===== src/rtl/tcs_pkg.sv =====
package tcs_pkg;
    typedef enum logic [2:0] {
        S_IDLE,
        S_READ,
        S_LOOKUP,
        S_GATHER,
        S_WRAP,
        S_WRAPSUM,
        S_REPORT
    } tcs_state_t;
endpackage


===== src/rtl/tcs_unpack.sv =====
module tcs_unpack #(
    parameter int WORD_W = 32,
    parameter int LANES  = 4,
    parameter int CITY_W = 7
) (
    input  logic [WORD_W-1:0]              word,
    output logic [LANES-1:0][CITY_W-1:0]   city
);
    localparam int LANE_W = WORD_W / LANES;

    for (genvar j = 0; j < LANES; j++) begin : g_lane
        // Only the low CITY_W bits of each byte-wide field carry the index.
        assign city[j] = word[j*LANE_W +: CITY_W];
    end
endmodule


===== src/rtl/tcs_pair_addr.sv =====
module tcs_pair_addr #(
    parameter int CITY_W  = 7,
    parameter int TADDR_W = 13
) (
    input  logic [CITY_W-1:0]  a,
    input  logic [CITY_W-1:0]  b,
    output logic [TADDR_W-1:0] addr,
    output logic               same
);
    localparam int PROD_W = 2 * CITY_W;

    logic [CITY_W-1:0] hi, lo;
    logic [PROD_W-1:0] prod;

    always_comb begin
        hi   = (a > b) ? a : b;
        lo   = (a > b) ? b : a;
        prod = PROD_W'(hi) * (PROD_W'(hi) - PROD_W'(1));
        addr = TADDR_W'((prod >> 1) + PROD_W'(lo));
        same = (a == b);
    end
endmodule


===== src/rtl/tcs_lane_sum.sv =====
module tcs_lane_sum #(
    parameter int LANES  = 4,
    parameter int DIST_W = 20,
    parameter int ACC_W  = 24
) (
    input  logic [ACC_W-1:0]             acc,
    input  logic [LANES-1:0][DIST_W-1:0] cost,
    input  logic [LANES-1:0]             live,
    output logic [ACC_W-1:0]             acc_next
);
    localparam int SUM_W  = DIST_W + $clog2(LANES);
    localparam int WIDE_W = ACC_W + 1;

    logic [SUM_W-1:0]  total;
    logic [WIDE_W-1:0] wide;

    always_comb begin
        total = '0;
        for (int j = 0; j < LANES; j++) begin
            if (live[j]) total = total + SUM_W'(cost[j]);
        end
        wide     = WIDE_W'(acc) + WIDE_W'(total);
        acc_next = wide[ACC_W] ? '1 : wide[ACC_W-1:0];
    end
endmodule


===== src/rtl/tour_cost_acc.sv =====
module tour_cost_acc
    import tcs_pkg::*;
#(
    parameter int CITY_W    = 7,
    parameter int LANES     = 4,
    parameter int WORD_W    = 32,
    parameter int MAX_NODES = 128,
    parameter int DIST_W    = 20,
    parameter int ACC_W     = 24,
    localparam int PAIR_CNT = MAX_NODES * (MAX_NODES - 1) / 2,
    localparam int TADDR_W  = $clog2(PAIR_CNT),
    localparam int NCNT_W   = $clog2(MAX_NODES + 1),
    localparam int WADDR_W  = $clog2((MAX_NODES + LANES - 1) / LANES)
) (
    input  logic                      clk,
    input  logic                      rst_n,
    input  logic                      start,
    input  logic [NCNT_W-1:0]         node_count,
    output logic                      tour_rd,
    output logic [WADDR_W-1:0]        tour_addr,
    input  logic [WORD_W-1:0]         tour_data,
    output logic [LANES-1:0]          dist_rd,
    output logic [LANES*TADDR_W-1:0]  dist_addr,
    input  logic [LANES*DIST_W-1:0]   dist_data,
    output logic                      busy,
    output logic                      result_valid,
    output logic [ACC_W-1:0]          result
);
    localparam int IDX_W = NCNT_W + 1;
    localparam int LSH   = $clog2(LANES);

    tcs_state_t state_q, state_d;

    logic [NCNT_W-1:0]  n_q, n_clamp;
    logic [WADDR_W-1:0] word_q, wlast_q;
    logic [CITY_W-1:0]  first_q, last_q;
    logic [ACC_W-1:0]   acc_q, acc_next;
    logic [LANES-1:0]   live_q, edge_ok, node_ok, same;
    logic               in_lookup, in_wrap;

    logic [LANES-1:0][CITY_W-1:0]  city;
    logic [LANES-1:0][DIST_W-1:0]  cost;
    logic [CITY_W-1:0]             pa   [LANES];
    logic [CITY_W-1:0]             pb   [LANES];
    logic [TADDR_W-1:0]            addr [LANES];

    assign in_lookup = (state_q == S_LOOKUP);
    assign in_wrap   = (state_q == S_WRAP);
    assign n_clamp   = (node_count > NCNT_W'(MAX_NODES)) ? NCNT_W'(MAX_NODES) : node_count;

    tcs_unpack #(.WORD_W(WORD_W), .LANES(LANES), .CITY_W(CITY_W)) u_unpack (
        .word (tour_data),
        .city (city)
    );

    for (genvar j = 0; j < LANES; j++) begin : g_edge
        logic [IDX_W-1:0] pos;
        assign pos        = (IDX_W'(word_q) << LSH) + IDX_W'(j);
        assign node_ok[j] = in_lookup && (pos < IDX_W'(n_q));

        if (j == 0) begin : g_carry
            // Lane 0 pairs the city carried from the previous word, or closes the cycle.
            assign pa[j]      = last_q;
            assign pb[j]      = in_wrap ? first_q : city[0];
            assign edge_ok[j] = (node_ok[j] && (word_q != '0) && !same[j]) ||
                                (in_wrap && !same[j]);
        end else begin : g_inner
            assign pa[j]      = city[j-1];
            assign pb[j]      = city[j];
            assign edge_ok[j] = node_ok[j] && !same[j];
        end

        tcs_pair_addr #(.CITY_W(CITY_W), .TADDR_W(TADDR_W)) u_pair (
            .a    (pa[j]),
            .b    (pb[j]),
            .addr (addr[j]),
            .same (same[j])
        );

        assign dist_addr[j*TADDR_W +: TADDR_W] = addr[j];
        assign cost[j] = dist_data[j*DIST_W +: DIST_W];
    end

    tcs_lane_sum #(.LANES(LANES), .DIST_W(DIST_W), .ACC_W(ACC_W)) u_sum (
        .acc      (acc_q),
        .cost     (cost),
        .live     (live_q),
        .acc_next (acc_next)
    );

    // State register
    always_ff @(posedge clk) begin
        if (!rst_n) state_q <= S_IDLE;
        else        state_q <= state_d;
    end

    // Next-state logic
    always_comb begin
        state_d = state_q;
        unique case (state_q)
            S_IDLE:    if (start) state_d = S_READ;
            S_READ:    state_d = S_LOOKUP;
            S_LOOKUP:  state_d = S_GATHER;
            S_GATHER:  state_d = (word_q == wlast_q) ? S_WRAP : S_READ;
            S_WRAP:    state_d = S_WRAPSUM;
            S_WRAPSUM: state_d = S_REPORT;
            S_REPORT:  state_d = S_IDLE;
            default:   state_d = S_IDLE;
        endcase
    end

    // Datapath registers
    always_ff @(posedge clk) begin
        if (!rst_n) begin
            n_q     <= '0;
            word_q  <= '0;
            wlast_q <= '0;
            first_q <= '0;
            last_q  <= '0;
            live_q  <= '0;
            acc_q   <= '0;
        end else begin
            unique case (state_q)
                S_IDLE: begin
                    if (start) begin
                        n_q     <= n_clamp;
                        word_q  <= '0;
                        wlast_q <= (n_clamp == '0) ? '0 : WADDR_W'((n_clamp - NCNT_W'(1)) >> LSH);
                        acc_q   <= '0;
                    end
                end
                S_LOOKUP: begin
                    live_q <= edge_ok;
                    if (word_q == '0) begin
                        first_q <= city[0];
                        last_q  <= city[0];
                    end
                    for (int j = 0; j < LANES; j++) begin
                        if (node_ok[j]) last_q <= city[j];
                    end
                end
                S_GATHER: begin
                    acc_q <= acc_next;
                    if (word_q != wlast_q) word_q <= word_q + WADDR_W'(1);
                end
                S_WRAP:    live_q <= edge_ok;
                S_WRAPSUM: acc_q  <= acc_next;
                default: ;
            endcase
        end
    end

    // Outputs
    always_comb begin
        tour_rd      = 1'b0;
        dist_rd      = '0;
        busy         = 1'b1;
        result_valid = 1'b0;
        unique case (state_q)
            S_IDLE:   busy = 1'b0;
            S_READ:   tour_rd = 1'b1;
            S_LOOKUP: dist_rd = edge_ok;
            S_WRAP:   dist_rd = edge_ok;
            S_REPORT: result_valid = 1'b1;
            default: ;
        endcase
        tour_addr = word_q;
        result    = acc_q;
    end
endmodule


===== config.mk =====
export PLATFORM = sky130hd
export DESIGN_NAME = tour_cost_acc
export DESIGN_NICKNAME = d
export VERILOG_FILES = /design/src/rtl/tcs_pkg.sv /design/src/rtl/tcs_unpack.sv /design/src/rtl/tcs_pair_addr.sv /design/src/rtl/tcs_lane_sum.sv /design/src/rtl/tour_cost_acc.sv
export SDC_FILE = /design/constraint.sdc
export NUM_CORES = 1
export LEC_CHECK = 0
export ABC_AREA = 1
export BUFFER_PORTS_ARGS = -buffer_cell sky130_fd_sc_hd__buf_2
export CORE_MARGIN = 1
export CORE_UTILIZATION = 25
export DETAILED_ROUTE_END_ITERATION = 7
export PLACE_DENSITY = 0.51
export SYNTH_ARGS = -nofsm -noshare
export SYNTH_HDL_FRONTEND = slang
export SYNTH_SLANG_ARGS = --single-unit

===== constraint.sdc =====
create_clock -name clk -period 23.3 [get_ports clk]
set_input_delay 5.825 -clock clk [delete_from_list [all_inputs] [get_ports clk]]
set_output_delay 5.825 -clock clk [all_outputs]
set_load 0.02 [all_outputs]

After elaboration in Yosys (flattened, before gate mapping)
Index checks and enable logic that the tools add are counted.

Logic and storage cells: 114. Output and inout port bits: 88. Register bits: 63. Bits of input ports: 123.

Multiply operators: 4. Order comparisons: 9. Eq/ne operators: 14. Reductions and logical operators: 29. Multiplexer cells: 33. Add/subtract/negate cells: 17.

Operator list (count): $mux 7 (14); $mux 22 (3); $mul 7x14->14 (4); $add 13x7->13 (4); $mux 24 (2); $pmux 24 s2 (1); $add 22x20->22 (2); $sub 7x1->8 const B (4); $eq 7x7->1 (4); $gt 7x7->1 (4); $add 24x22->25 (1); $lt 8x8->1 (3); $add 20x20->21 (1); $mux 20 (1); $pmux 3 s6 (1); $add 7x2->8 const B (2); $mux 5 (3); $logic_and 1x1->1 (10); $pmux 5 s2 (1); $reduce_bool 5->1 (2); $eq 3x3->1 const B (3); $add 7x1->8 const B (1); $gt 8x8->1 const B (1); $logic_not 8->1 (1); other kinds (20) (33).

Logic depth before layout (Yosys ltp)
Word-level depth: 10. Gate-level depth with buffers: 50. Mapped depth without buffers: 47.

Hierarchy
Synthesis repeated with hierarchy kept, for this count alone.

Cells, all modules: 3031. Area, all modules: 20327.0 µm².

By module, submodules not included: tcs_lane_sum (times used 1, area each 5576.6 µm², cells an instance 1010, sequential area each 0.0 µm²); tour_cost_acc (times used 1, area each 3299.4 µm², cells an instance 475, sequential area each 1261.2 µm²); tcs_pair_addr at g_edge[2].u_pair (times used 1, area each 2866.5 µm², cells an instance 376, sequential area each 0.0 µm²); tcs_pair_addr at g_edge[0].u_pair (times used 1, area each 2796.4 µm², cells an instance 384, sequential area each 0.0 µm²); tcs_pair_addr at g_edge[3].u_pair (times used 1, area each 2792.7 µm², cells an instance 382, sequential area each 0.0 µm²); tcs_pair_addr at g_edge[1].u_pair (times used 1, area each 2785.2 µm², cells an instance 376, sequential area each 0.0 µm²); tcs_unpack (times used 1, area each 210.2 µm², cells an instance 28, sequential area each 0.0 µm²).

Worst setup path before layout
No wires, ideal clock.

Kind: in2out. From: in tour_data[2]. To: out dist_addr[11]. Required time: 17.475 ns. Cell stages on the path: 37. Arrival time: 12.307 ns. Setup slack: 5.168 ns. Path buffers: 1. Cell sequence: nand2_1 -> o21ai_0 -> inv_1 -> ha_1 -> a21oi_1 -> o21ai_1 -> nand2_1 -> o211ai_2 -> nand2_1 -> inv_1 -> or2_2 -> o21ai_2 -> buf_4 -> ha_1 -> nand3_1 -> ha_1 -> inv_1 -> nand2_1 -> fa_1 -> fa_1 -> fa_1 -> inv_1 -> fa_1 -> ha_1 -> inv_1 -> o21ai_0 -> xor2_1 -> inv_1 -> ha_1 -> nand4_1 -> o221ai_1 -> inv_1 -> nor2_1 -> nand2_1 -> nor2_1 -> nand2_1 -> xnor2_1.

Word-level cells in the longest chain between the ends: 6. Elaborated cells on any way between the ends: 7. Classes of those cells: add/sub (2); mul (1); order compare (1); mux (3).

Ends and longest elaborated chain: start: declaration (RTL line tour_cost_acc.sv:21) `input logic [WORD_W-1:0] tour_data,`; $mux 7 (*) (RTL line tour_cost_acc.sv:64) `assign pb[j] = in_wrap ? first_q : city[0];`; $gt 7x7->1 (RTL line tcs_pair_addr.sv:16, tcs_pair_addr.sv:17); $mux 7 (RTL line tcs_pair_addr.sv:16) `hi = (a > b) ? a : b;`; $sub 7x1->8 (RTL line tcs_pair_addr.sv:18) `prod = PROD_W'(hi) * (PROD_W'(hi) - PROD_W'(1));`; $mul 7x14->14 (RTL line tcs_pair_addr.sv:18); $add 13x7->13 (*) (RTL line tcs_pair_addr.sv:19) `addr = TADDR_W'((prod >> 1) + PROD_W'(lo));`; end: declaration (RTL line tour_cost_acc.sv:23) `output logic [LANES*TADDR_W-1:0] dist_addr,`.

Every way passes the cells marked *; elsewhere a longest branch is shown, timed or not.

Final worst setup path
From: in tour_data[4]. To: out dist_addr[11].

The elaborated chain is that of the path after synthesis.

==> run_results.csv <==
group,metric,value,unit
run_status,status,"complete, no violations",
flow_run,drv_cap,0,
clocking,cts_tree,"yes",
routing,drc,0,
hold_path,hold_depth,2,
sta,fmax,51.2,MHz
logic_synthesis,ys.warnings.count,0,
sta,relSlewSlack,20.7,%
layout,syn_to_final_growth,13.5,%
routing,vias_per_cell,4.44,
logic_synthesis,synth_edf_count,0,
routing,ant_nets,0,
worst_setup_path,critical_path_arrival,13690,ps
placement,place_congestion,0.902,
sta,finClkSkew,8.02,ps
clocking,clkTransAtPathRegs,60,ps
floorplanning,row_count,101,
worst_setup_path,crit_required,17480,ps
clocking,ctsHtreeMaxLevel,3,
logic_synthesis,synth_cell_types,64,
layout,final_area,22100,sq um
global_routing,grtUsageTotal,15.2,%
sta,setup_violations,0,
sta,drv_slew,0,
logic_synthesis,avgSynthCellArea,6.62,sq um
layout,regArea,1260,sq um
routing,drt-pass1-iter-count,7,
worst_setup_path,cpMostUsedCell,"inv_1",
sta,hold_viol,0,
worst_setup_path,worstPathMaxFanout,22,
routing,first_iter_violations,1089,
sta,fin_tns_setup,0,ps
global_routing,grt_pass1_wl,95900,um
worst_setup_path,end_kind,"output pin",
clocking,ctsHoldBuffers,0,
logic_synthesis,synthCells,2938,
clocking,cts_resized,0,
routing,avgRoutedWirePerCell,13.9,um
floorplanning,fp.dieW,281,um
clocking,cts_buffers,9,
worst_setup_path,crit_path_start_kind,"input pin",
sta,min_period,19510,ps
clocking,clkLatencyLatePin,350,ps
sta,fin_crit_sh,83.7,%
layout,drive_gt1_share,11.3,%
layout,layout_commonest_cell,"nand2_1",
logic_synthesis,synthArstFlopShare,0,%
layout,final_cell_mix,"nand2_1, inv_1, ha_1",
placement,port_buffers,206,
placement,hpwl,51400,um
clocking,cts_sinks,63,
sta,worst_pin_slew,1190,ps
floorplanning,core-area,76500,sq um
worst_setup_path,worstRegToRegCells,45,
logic_synthesis,syn-cell-area,19400,sq um
clocking,cts-root-buf,"clkbuf_16",
clocking,postCtsSetupBuffers,0,
floorplanning,floorplan.initialDensity,25.4,%
global_routing,grt_pass1_vias,18600,
layout,fill_cells,8623,
global_routing,antenna_found_initial,12,
worst_setup_path,reg2reg_slack,15770,ps
hold_path,hold_class,"flop to flop",
global_routing,overflow,0,
floorplanning,dieArea,78900,sq um
layout,multi_input_area,16100,sq um
floorplanning,ios,211,
logic_synthesis,seq_area_frac_synth,6.49,%
sta,rsz0062_at_grt,"no",
worst_setup_path,slowest_delay,590,ps
logic_synthesis,ys_dominant_reg_cell,"dfxtp_1",
worst_setup_path,path_class,"input pin to output pin",
routing,wirelength,58600,um
clocking,cts_buffer_depth,2,
global_routing,grt_start_max_net_pins,32,
logic_synthesis,ys_ff_latch,63,
worst_setup_path,cpMaxStageDelayCell,"nand2_1",
placement,post_dp_cell_area,21800,sq um
layout,layout.nets,3716,
routing,vias,18700,
floorplanning,dieHeight,281,um
## final timing paths
path                     start            end
setup / recovery  tour_data[4]  dist_addr[11]
hold / removal          n_q[4]         n_q[4]
setup reg to reg     live_q[0]     result[15]
hold reg to reg         n_q[4]         n_q[4]
## area by class of cell
type / instances / share of cell area (%)
sequential: 63 / 5.71
timing repair buffer: 210 / 4.81
antenna: 6 / 0.0680
clock buffer: 10 / 1.08
tap: 1030 / 5.84
multi-input combinational: 2338 / 72.9
clock inverter: 6 / 0.210
inverter: 553 / 9.40
## per-layer routing
metal	track usage, %	part of all wire [%]	vias up
met5	0	0.17	-
met4	2.66	1.5	14
met3	2.47	5.4	53
met2	26.9	48	347
met1	19.4	45	8512
li1	-	-	9792
## critical path, delay by kind of cell
| kind | cells | cell delay (ps) |
|---|---|---|
| xor gates and xnor gates | 2 | 320 |
| AOI/OAI and AO/OA | 4 | 890 |
| and+or+nand+nor | 12 | 1970 |
| adders and majority gates | 9 | 3610 |
| buffers and inverters | 10 | 1070 |
## through the flow
step / util, % / std cells / hold WS (ps) / setup WS (ps)
after global routing: 28.9 / 4211 / 500 / 2990
after floorplan: - / 2996 / 434 / 5170
after detailed placement: 28.5 / 4194 / 472 / 3690
after global placement: 28.5 / 4194 / 473 / 3780
final: 28.9 / 4216 / 486 / 3790
after CTS: 28.9 / 4210 / 486 / 3670
## registers in the layout (all words and copies together), names as in the netlist
signal and cells:
state_q 3, n_q 8, last_q 7, result 24, wlast_q 5, first_q 7, tour_addr 5, live_q 4
## logic make-up after synthesis
kind of cell / share of synthesized area [%]
buffers and inverters: 11.9
AOI/OAI and AO/OA: 14.7
xor gates and xnor gates: 5.85
DFF: 6.49
and+or+nand+nor: 27.6
adders and majority gates: 33.4
other: 0.0386
## Yosys cell counts (22+ instances only)
cell,n,area share (%)
nand2_1,723,14
inv_1,534,10
ha_1,250,16
a21oi_1,206,5.3
nor2_1,206,4.0
fa_1,168,17
nand3_1,148,3.8
o21ai_0,148,3.8
xor2_1,68,3.1
dfxtp_1,63,6.5
xnor2_1,60,2.7
nand4_1,34,1.1
o21ai_2,34,1.5
o21ai_1,22,0.57
Power is left out: the tool's default activity adds up to more than one toggle a clock period on the data nets, which glitch-free logic cannot reach.
